===== src/rtl/ser8_pkg.sv =====
package ser8_pkg;
  // One slot of the output pipeline: the two bits for one clock period
  // and the mode they belong to. In single rate both bits are equal.
  typedef struct packed {
    logic dbl;
    logic a;   // high-phase bit
    logic b;   // low-phase bit
  } slot_t;
endpackage


===== src/rtl/ser8_seq.sv =====
// Rising-edge sequencer: latches the word and the mode at word boundaries
// and emits one bit slot per clock period.
module ser8_seq
  import ser8_pkg::*;
#(
  parameter int W  = 8,
  localparam int IW = $clog2(W)
) (
  input  logic          clk,
  input  logic          rst_n,
  input  logic [W-1:0]  par_data,
  input  logic          rate_dbl,
  output logic          take,
  output slot_t         slot0,
  output logic [IW-1:0] emit_idx,
  output logic          emit_dbl,
  output logic          started
);
  logic [IW-1:0] ph;
  logic [W-1:0]  word_q;
  logic          mode_q;
  logic [W-1:0]  src_word;
  logic          src_dbl;
  logic [IW-1:0] last_ph;
  logic [IW-1:0] even_i;
  logic [IW-1:0] odd_i;
  slot_t         nxt;

  assign take     = (ph == '0);
  assign src_word = take ? par_data : word_q;
  assign src_dbl  = take ? rate_dbl : mode_q;
  assign last_ph  = src_dbl ? IW'(W/2 - 1) : IW'(W - 1);
  assign even_i   = {ph[IW-2:0], 1'b0};
  assign odd_i    = {ph[IW-2:0], 1'b1};

  always_comb begin
    nxt.dbl = src_dbl;
    if (src_dbl) begin
      nxt.a = src_word[even_i];
      nxt.b = src_word[odd_i];
    end else begin
      nxt.a = src_word[ph];
      nxt.b = src_word[ph];
    end
  end

  always_ff @(posedge clk or negedge rst_n) begin
    if (!rst_n) begin
      ph       <= '0;
      word_q   <= '0;
      mode_q   <= 1'b0;
      slot0    <= '0;
      emit_idx <= '0;
      emit_dbl <= 1'b0;
      started  <= 1'b0;
    end else begin
      if (take) begin
        word_q <= par_data;
        mode_q <= rate_dbl;
      end
      ph       <= (ph == last_ph) ? '0 : ph + 1'b1;
      slot0    <= nxt;
      emit_idx <= ph;
      emit_dbl <= src_dbl;
      started  <= 1'b1;
    end
  end
endmodule


===== src/rtl/ser8_delay.sv =====
// Fixed-length rising-edge delay line for bit slots.
module ser8_delay
  import ser8_pkg::*;
#(
  parameter int LAT = 6
) (
  input  logic  clk,
  input  logic  rst_n,
  input  slot_t din,
  output slot_t dout
);
  generate
    if (LAT == 0) begin : g_pass
      assign dout = din;
    end else begin : g_pipe
      slot_t stg [LAT];
      for (genvar i = 0; i < LAT; i++) begin : g_stg
        always_ff @(posedge clk or negedge rst_n) begin
          if (!rst_n) stg[i] <= '0;
          else        stg[i] <= (i == 0) ? din : stg[(i == 0) ? 0 : i-1];
        end
      end
      assign dout = stg[LAT-1];
    end
  endgenerate
endmodule


===== src/rtl/ser8_out.sv =====
// Falling-edge output stage: low-phase bit register, phase multiplexer
// and word clock generation.
module ser8_out
  import ser8_pkg::*;
#(
  parameter int W  = 8,
  localparam int IW = $clog2(W)
) (
  input  logic          clk,
  input  logic          rst_n,
  input  slot_t         tail,
  input  logic [IW-1:0] emit_idx,
  input  logic          emit_dbl,
  input  logic          started,
  output logic          ser_out,
  output logic          word_clk
);
  logic          fall_q;
  logic [IW-1:0] half;

  assign half = emit_dbl ? IW'(W/4) : IW'(W/2);

  always_ff @(negedge clk or negedge rst_n) begin
    if (!rst_n) begin
      fall_q   <= 1'b0;
      word_clk <= 1'b0;
    end else begin
      fall_q   <= tail.b;
      word_clk <= started && (emit_idx < half);
    end
  end

  assign ser_out = (tail.dbl && clk) ? tail.a : fall_q;
endmodule


===== src/rtl/ser8_top.sv =====
// Eight-to-one serializer, single or double data rate.
module ser8_top
  import ser8_pkg::*;
#(
  parameter int W   = 8,   // word width, power of two, at least 4
  parameter int LAT = 6    // rising-edge delay stages after the slot register
) (
  input  logic         clk,
  input  logic         rst_n,
  input  logic [W-1:0] par_data,
  input  logic         rate_dbl,
  output logic         ser_out,
  output logic         word_clk
);
  localparam int IW = $clog2(W);

  logic          take;
  slot_t         slot0;
  slot_t         tail;
  logic [IW-1:0] emit_idx;
  logic          emit_dbl;
  logic          started;

  ser8_seq #(.W(W)) u_seq (
    .clk(clk), .rst_n(rst_n), .par_data(par_data), .rate_dbl(rate_dbl),
    .take(take), .slot0(slot0), .emit_idx(emit_idx), .emit_dbl(emit_dbl),
    .started(started)
  );

  ser8_delay #(.LAT(LAT)) u_dly (
    .clk(clk), .rst_n(rst_n), .din(slot0), .dout(tail)
  );

  ser8_out #(.W(W)) u_out (
    .clk(clk), .rst_n(rst_n), .tail(tail), .emit_idx(emit_idx),
    .emit_dbl(emit_dbl), .started(started), .ser_out(ser_out),
    .word_clk(word_clk)
  );
endmodule


===== config.mk =====
export PLATFORM = sky130hd
export DESIGN_NAME = ser8_top
export DESIGN_NICKNAME = d
export VERILOG_FILES = /design/src/rtl/ser8_pkg.sv /design/src/rtl/ser8_seq.sv /design/src/rtl/ser8_delay.sv /design/src/rtl/ser8_out.sv /design/src/rtl/ser8_top.sv
export SDC_FILE = /design/constraint.sdc
export NUM_CORES = 1
export LEC_CHECK = 0
export CAP_MARGIN = 20
export CORE_ASPECT_RATIO = 0.8
export CORE_MARGIN = 2
export CORE_UTILIZATION = 58
export DETAILED_ROUTE_END_ITERATION = 10
export PLACE_DENSITY = 0.81
export SYNTH_ARGS = -nofsm -noshare
export SYNTH_HDL_FRONTEND = slang
export SYNTH_SLANG_ARGS = --single-unit
export TNS_END_PERCENT = 10

===== constraint.sdc =====
create_clock -name clk -period 7.5 [get_ports clk]
set_clock_uncertainty 0.05 [all_clocks]
set_input_delay 0.75 -clock clk [delete_from_list [all_inputs] [get_ports clk]]
set_output_delay 0.75 -clock clk [all_outputs]
set_load 0.02 [all_outputs]

Yosys cells after proc, flatten, opt, wreduce, memory -nomap -nowiden:

Index checks and enable logic that the tools add are counted.

* bits in registers: 38
* input port bits: 11
* output and inout bits: 2
* word-level logic and storage cells: 49

* add/subtract/negate cells: 1
* magnitude comparators: 4
* eq/ne operators: 1
* mux-type cells: 13
* reduce and logical (&&, ||, !) cells: 3

Operator list (count)
* less-than comparator 3 x 4 -> 1 bit (second input constant): 3
* 2-to-1 mux 3 bit: 3
* 2-to-1 mux 8 bit: 1
* 2-to-1 mux 1 bit: 5
* binary-select mux 1 bit (select 2 bit): 2
* adder 3 x 1 -> 3 bit (second input constant): 1
* binary-select mux 1 bit (select 3 bit): 1
* == test 3 bit: 1
* zero test 3 bit: 1
* less-than comparator 3 bit: 1
* logical AND 1 bit: 2
* 2-to-1 mux 2 bit: 1

Longest topological paths before layout:

Gate-level depths: netlist of the first run.

* word-level depth: 5
* gate-level depth with buffers: 8
* gate-level depth less buffers: 7

Hierarchy:

From an unflattened synthesis of the first run, not the netlist that was laid out.

* cell total of the unflattened synthesis: 99
* area, all modules: 1452.6 µm²

Modules (own cells, without submodules)
* ser8_seq: instances 1, cells an instance 70, area an instance 880.8 µm², sequential area each 450.4 µm²
* ser8_delay: instances 1, cells an instance 21, area an instance 473.0 µm², sequential area each 450.4 µm²
* ser8_out: instances 1, cells an instance 8, area an instance 98.8 µm², sequential area each 50.0 µm²

==> flow_metrics.py, run 1 <==
metrics = {
    "power_and_ir_drop": {
        "power.share.switching_pct": 25.85,
        "p_int_uw": 366.5,
        "ir_drop_mv": 0.2690,
        "leakagePower_nw": 0.7097,
        "pwr-share-clk_pct": 29.0,
        "seqPwrFrac_pct": 57.5,
        "power_density_nw_per_um2": 309.0,
        "total_power_uw": 494.2,
        "pwr-share-comb_pct": 13.5,
        "switching_power_uw": 127.7,
    },
    "setup_path": {
        "cp_max_fo": 1,
        "cp-end-kind": "output pin",
        "cpMaxStageDelayCell": "clkdlybuf4s50_1",
        "worstSetupPathType": "flip-flop to output pin",
        "cpLargestDelayFamily": "buffers and inverters",
        "worstPathRequired_ps": 6700,
        "crit_chain": "mux2_2 -> clkdlybuf4s50_1",
        "cp_num_buf_inv": 1,
        "arrival_ps": 5300,
        "crit_path_max_incr_delay_ps": 540,
        "start_kind": "flip-flop",
    },
    "die": {
        "rows": 15,
        "core_um2": 2196,
        "ios": 13,
        "die_h_um": 47.43,
        "fp.dieW_um": 58.29,
        "dieArea_um2": 2765,
        "initial_core_util_pct": 62.28,
    },
    "clock_tree": {
        "post_cts_buffers": 0,
        "hold_buffers": 0,
        "cts_resized": 0,
        "cts_tree": "built",
        "clk_pin_slew_ps": 100,
        "clk_latency_ps": 430,
    },
    "sta": {
        "relSlewSlack_pct": 45.33,
        "setup_ws_ps": 1401,
        "worstMarginPinSlew_ps": 817.5,
        "finalHoldViolCount": 0,
        "drv_slew": 0,
        "grt_setup_unrepaired": "false",
        "fin_setup_tns_ps": 0,
        "finalSetupViolCount": 0,
    },
    "grt": {
        "grt_pass1_wl_um": 3939,
        "grt_start_max_net_pins": 20,
        "overflow": 0,
        "antenna_found_initial": 0,
        "first_global_vias": 805,
        "grt_usage_pct": 22.39,
    },
    "detailed_routing": {
        "route.detailed.drc": 0,
        "wl_per_cell_um": 18.87,
        "vias_per_cell": 5.840,
        "wirelength_um": 2472,
        "dr.first_iter.drc_count": 19,
        "first_pass_iters": 4,
        "vias": 765,
        "ant_nets": 0,
    },
    "synthesis": {
        "yosysUniqueCellTypes": 25,
        "synth_cells": 84,
        "syn-cell-area_um2": 1368,
        "synth_nets": 98,
        "synth-seq-cells": 37,
        "synth_area_leaders": "dfrtp_1 64%, mux4_2 8.2%, mux2_2 4.1%",
        "ys_warn_count": 0,
        "synth_top_area_cell": "dfrtp_1",
        "syn_avg_cell_area_um2": 16.28,
        "synth_top_area_share_pct": 64.04,
        "synth_seq_area_share_pct": 67.70,
    },
    "run": {
        "cap_violations": 0,
    },
    "final_layout": {
        "fin_nets": 120,
        "fin_util_pct": 72.82,
        "areaGrowthSynthToFinish_pct": 16.93,
        "n_fill_cell": 158,
        "insertedDiodeCount": 0,
        "drive_gt1_share_pct": 21.70,
    },
    "place": {
        "dp_slack_ps": 1865,
        "io_buffers": 12,
        "place.gp.congestion": 0.8377,
        "hpwlAfterDp_um": 1754,
    },
    "run_status": {
        "status": "finished clean",
    },
    "min_path": {
        "hp-class": "flip-flop to flip-flop",
    },
}
-- per-layer routing --
metal / wire, um / track usage (%) / vias up
li1: - / - / 343
met1: 1085 / 27.41 / 382
met2: 1172 / 31.01 / 33
met3: 157 / 12.70 / 7
met4: 56 / 14.42 / 0
met5: 0 / 0 / -
-- flip-flops by register name, summed over array words and instances, names as in the netlist --
name              cells
u_out.fall_q          1
u_seq.slot0           3
u_out.word_clk        1
u_dly.dout            3
u_dly.g_pipe.stg     15
u_seq.ph              3
u_seq.word_q          8
u_seq.started         1
u_seq.emit_idx        2
-- power by group through the flow --
stage / Combinational, mW / Sequential [mW] / Clock (mW)
finish: 0.0669 / 0.284 / 0.143
global route: 0.0731 / 0.290 / 0.157
CTS: 0.0676 / 0.285 / 0.148
detailed placement: 0.0669 / 0.288 / 0.0180
global placement: 0.0633 / 0.281 / 0.0180
floorplan: 0.0415 / 0.278 / 0.0114
-- cells by family (layout without fill, tap and decap cells) --
logic type | after synthesis | count (layout) | share of synthesized area [%]
adders and majority gates | 3 | 3 | 2.745
buffers and inverters | 5 | 27 | 1.463
DFF | 37 | 37 | 67.70
and+or+nand+nor | 11 | 11 | 4.300
AOI/OAI and AO/OA | 11 | 11 | 6.038
other | 1 | 1 | 0.2742
muxes | 16 | 16 | 17.47
-- worst paths after layout --
path | from | to | slack [ps] | depth (start not counted)
setup / recovery | u_out.fall_q | ser_out | 1400 | 2
hold / removal | u_dly.g_pipe.stg[13] | u_dly.g_pipe.stg[10] | 300 | 0
setup reg to reg | u_seq.slot0[2] | u_out.word_clk | 2560 | 3
hold reg to reg | u_dly.g_pipe.stg[13] | u_dly.g_pipe.stg[10] | 300 | 0
max in group asynchronous | rst_n | u_out.fall_q | 2500 | 1
min in group asynchronous | rst_n | u_dly.g_pipe.stg[16] | 730 | 1
-- cell usage in the layout, fill, tap and decap left out, drive strengths merged --
master,n
a211oi,2
a21oi,1
a311oi,1
a31oi,1
and3,2
and3b,1
buf,1
clkbuf,10
clkdlybuf4s50,12
conb,1
dfrtn,2
dfrtp,35
ha,3
inv,4
mux2,10
mux2i,1
mux4,5
nand2,2
nor2,4
nor2b,2
o21a,2
o21ai,2
o31ai,1
o41ai,1
-- synthesized netlist by cell type --
cell type  instances
a211oi_1           2
a21oi_1            1
a311oi_2           1
a31oi_1            1
and3_1             2
and3b_1            1
buf_2              1
conb_1             1
dfrtn_1            2
dfrtp_1           35
ha_1               3
inv_1              4
mux2_1             4
mux2_2             5
mux2_4             1
mux2i_1            1
mux4_2             5
nand2_1            2
nor2_1             4
nor2b_1            1
nor2b_2            1
o21a_1             2
o21ai_0            2
o31ai_1            1
o41ai_1            1
-- layout make-up --
type                       instances  area, um^2  share of cell area, %
clock buffer                      11       87.58                  5.477
inverter                           4       15.01                 0.9390
multi-input combinational         42       421.7                  26.37
sequential                        37       925.9                  57.90
tap                               25       31.28                  1.956
timing repair buffer              12       117.6                  7.355
-- through the flow --
step | std cells | hold WS [ps] | instance area, um^2
detailed placement | 121 | 285.5 | 1521
global route | 131 | 317.2 | 1599
global placement | 121 | 282.9 | 1521
CTS | 131 | 302.0 | 1599
floorplan | 84 | 281.2 | 1368
finish | 131 | 297.5 | 1599
(Power assumes the default switching activity.)
==> run 2: changes to the inputs <==
--- a/config.mk
+++ b/config.mk
@@ -8,9 +8,9 @@
 export CAP_MARGIN = 20
 export CORE_ASPECT_RATIO = 0.8
 export CORE_MARGIN = 2
-export CORE_UTILIZATION = 58
+export CORE_UTILIZATION = 54
 export DETAILED_ROUTE_END_ITERATION = 10
-export PLACE_DENSITY = 0.81
+export PLACE_DENSITY = 0.76
 export SYNTH_ARGS = -nofsm -noshare
 export SYNTH_HDL_FRONTEND = slang
 export SYNTH_SLANG_ARGS = --single-unit
==> constraint.sdc (replaced) <==
create_clock -name clk -period 5.96 [get_ports clk]
set_clock_uncertainty 0.05 [all_clocks]
set_input_delay 0.596 -clock clk [delete_from_list [all_inputs] [get_ports clk]]
set_output_delay 0.596 -clock clk [all_outputs]
set_load 0.02 [all_outputs]
==> run 2 against run 1 <==
  * Final cell count is 9.2% higher
  * Flip-flop and latch count stayed put
  * Critical path depth stayed put
  * Non-clock buffer count stayed put
  * Final area is 1.3% higher
  * Setup slack worse by 640 ps
  * Worst hold slack better by 10 ps
  * Sequential power is 24% higher
  * Global-route usage is 3.9 points lower
  * Register-to-register slack worse by 750 ps
  * Highest routed layer unchanged
==> flow_metrics.py, run 2 (synthesized netlist as in run 1, its figures left out) <==
metrics = {
    "sta": {
        "finalHoldViolCount": 0,
        "setup_ws_ps": 756.4,
        "relSlewSlack_pct": 52.37,
        "drv_slew": 0,
        "grt_setup_unrepaired": "false",
        "whs_ps": 307.7,
        "worstMarginPinSlew_ps": 711.2,
        "finalSetupViolCount": 0,
        "fin_setup_tns_ps": 0,
    },
    "final_layout": {
        "largestRegisters": "u_dly.g_pipe.stg x15, u_seq.word_q x8",
        "drive_gt1_share_pct": 22.64,
        "n_fill_cell": 189,
        "areaGrowthSynthToFinish_pct": 18.39,
        "final_common_cell": "dfrtp_1",
        "largest_register": "u_dly.g_pipe.stg",
        "largest_register_ffs": 15,
        "layout.cells.non_filler": 143,
        "fin_nets": 120,
        "layout_common_cells": "35 x dfrtp_1, 12 x clkdlybuf4s50_1, 8 x clkbuf_4",
    },
    "power_and_ir_drop": {
        "total_power_uw": 620.2,
        "leakagePower_nw": 0.7087,
        "ir_drop_mv": 0.1649,
        "power_density_nw_per_um2": 383.1,
    },
    "setup_path": {
        "crit_path_max_incr_delay_ps": 540,
        "cp-end-kind": "output pin",
        "cpMaxStageDelayCell": "clkdlybuf4s50_1",
        "cpLargestDelayFamily": "buffers and inverters",
        "cp_max_fo": 1,
        "cp_num_buf_inv": 1,
        "start_kind": "flip-flop",
        "arrival_ps": 4560,
        "worstSetupPathType": "flip-flop to output pin",
        "crit_chain": "mux2_2 -> clkdlybuf4s50_1",
        "worstPathRequired_ps": 5310,
    },
    "clock_tree": {
        "clk_pin_slew_ps": 100,
        "cts_resized": 0,
        "clk_latency_ps": 450,
        "post_cts_buffers": 0,
        "cts_tree": "built",
        "hold_buffers": 0,
    },
    "place": {
        "io_buffers": 12,
        "dp_slack_ps": 1259,
        "place.gp.congestion": 0.7324,
        "hpwlAfterDp_um": 1419,
        "placedCellCount": 132,
    },
    "die": {
        "rows": 16,
        "die_h_um": 49.01,
        "initial_core_util_pct": 56.46,
        "ios": 13,
        "core_um2": 2422,
        "fp.dieW_um": 60.27,
        "dieArea_um2": 2954,
    },
    "detailed_routing": {
        "dr.first_iter.drc_count": 20,
        "ant_nets": 0,
        "first_pass_iters": 4,
        "vias_per_cell": 5.238,
        "vias": 749,
        "wl_per_cell_um": 14.72,
        "route.detailed.drc": 0,
        "wirelength_um": 2105,
    },
    "grt": {
        "met2_usage_pct": 25.54,
        "overflow": 0,
        "top_usage_layer": "met2",
        "grt_start_max_net_pins": 23,
        "first_global_vias": 828,
        "grt_pass1_wl_um": 3636,
        "grt_usage_pct": 18.46,
        "use_met3_pct": 9.284,
        "grt_use_met1_pct": 21.10,
        "antenna_found_initial": 0,
    },
    "min_path": {
        "hp-class": "flip-flop to flip-flop",
    },
    "run_status": {
        "status": "finished clean",
    },
    "run": {
        "cap_violations": 0,
    },
}
==> run 2: cell count changes in the layout (fill, tap and decap cells not counted), sizes merged <==
| cell | delta |
|---|---|
| clkbuf | -1 |
| clkinvlp | +1 |
| diode | +1 |
==> run 2: power by group <==
group / switching [mW] / total (mW) / internal (mW)
Sequential: 0.0288 / 0.353 / 0.324
Clock: 0.0978 / 0.188 / 0.0904
Combinational: 0.0341 / 0.0795 / 0.0454
==> run 2: area by class of cell <==
class | instances | area, um^2 | share of cell area, %
Clock buffer | 10 | 83.83 | 5.178
Inverter | 4 | 15.01 | 0.9274
Clock inverter | 1 | 7.507 | 0.4637
Tap cell | 36 | 45.04 | 2.782
Timing Repair Buffer | 12 | 117.6 | 7.264
Antenna cell | 1 | 2.502 | 0.1546
Multi-Input combinational cell | 42 | 421.7 | 26.04
Sequential cell | 37 | 925.9 | 57.19
==> run 2: final timing paths <==
kind | start | to | slack [ps] | depth (start not counted)
max in group asynchronous | rst_n | u_out.word_clk | 2060 | 1
worst max register to register | u_seq.slot0[2] | u_out.word_clk | 1810 | 3
worst min-delay path | u_dly.g_pipe.stg[4] | u_dly.dout[1] | 310 | 0
worst min register to register | u_dly.g_pipe.stg[4] | u_dly.dout[1] | 310 | 0
min in group asynchronous | rst_n | u_seq.ph[1] | 480 | 1
worst max-delay path | u_out.fall_q | ser_out | 760 | 2
==> run 2: per-stage QoR <==
step | instance area (um^2) | util [%]
after global routing | 1617 | 66.74
after floorplan | 1368 | -
after detailed placement | 1535 | 63.38
after CTS | 1617 | 66.74
final | 1619 | 66.84
after global placement | 1535 | 63.38
==> run 2: per-layer routing <==
| metal | routed length [um] | share of wire, % | vias up |
|---|---|---|---|
| met4 | 63 | 3.0 | 0 |
| met1 | 956 | 45 | 376 |
| met2 | 945 | 45 | 21 |
| li1 | - | - | 345 |
| met5 | 0 | 0 | - |
| met3 | 140 | 6.7 | 7 |
==> run 3: changes to the inputs <==
--- a/config.mk
+++ b/config.mk
@@ -9,6 +9,7 @@
 export CORE_ASPECT_RATIO = 0.8
 export CORE_MARGIN = 2
 export CORE_UTILIZATION = 54
+export CTS_CLUSTER_SIZE = 25
 export DETAILED_ROUTE_END_ITERATION = 10
 export PLACE_DENSITY = 0.76
 export SYNTH_ARGS = -nofsm -noshare
==> results of run 3 <==
Final layout, timing and power as in run 2 (identical DEF).
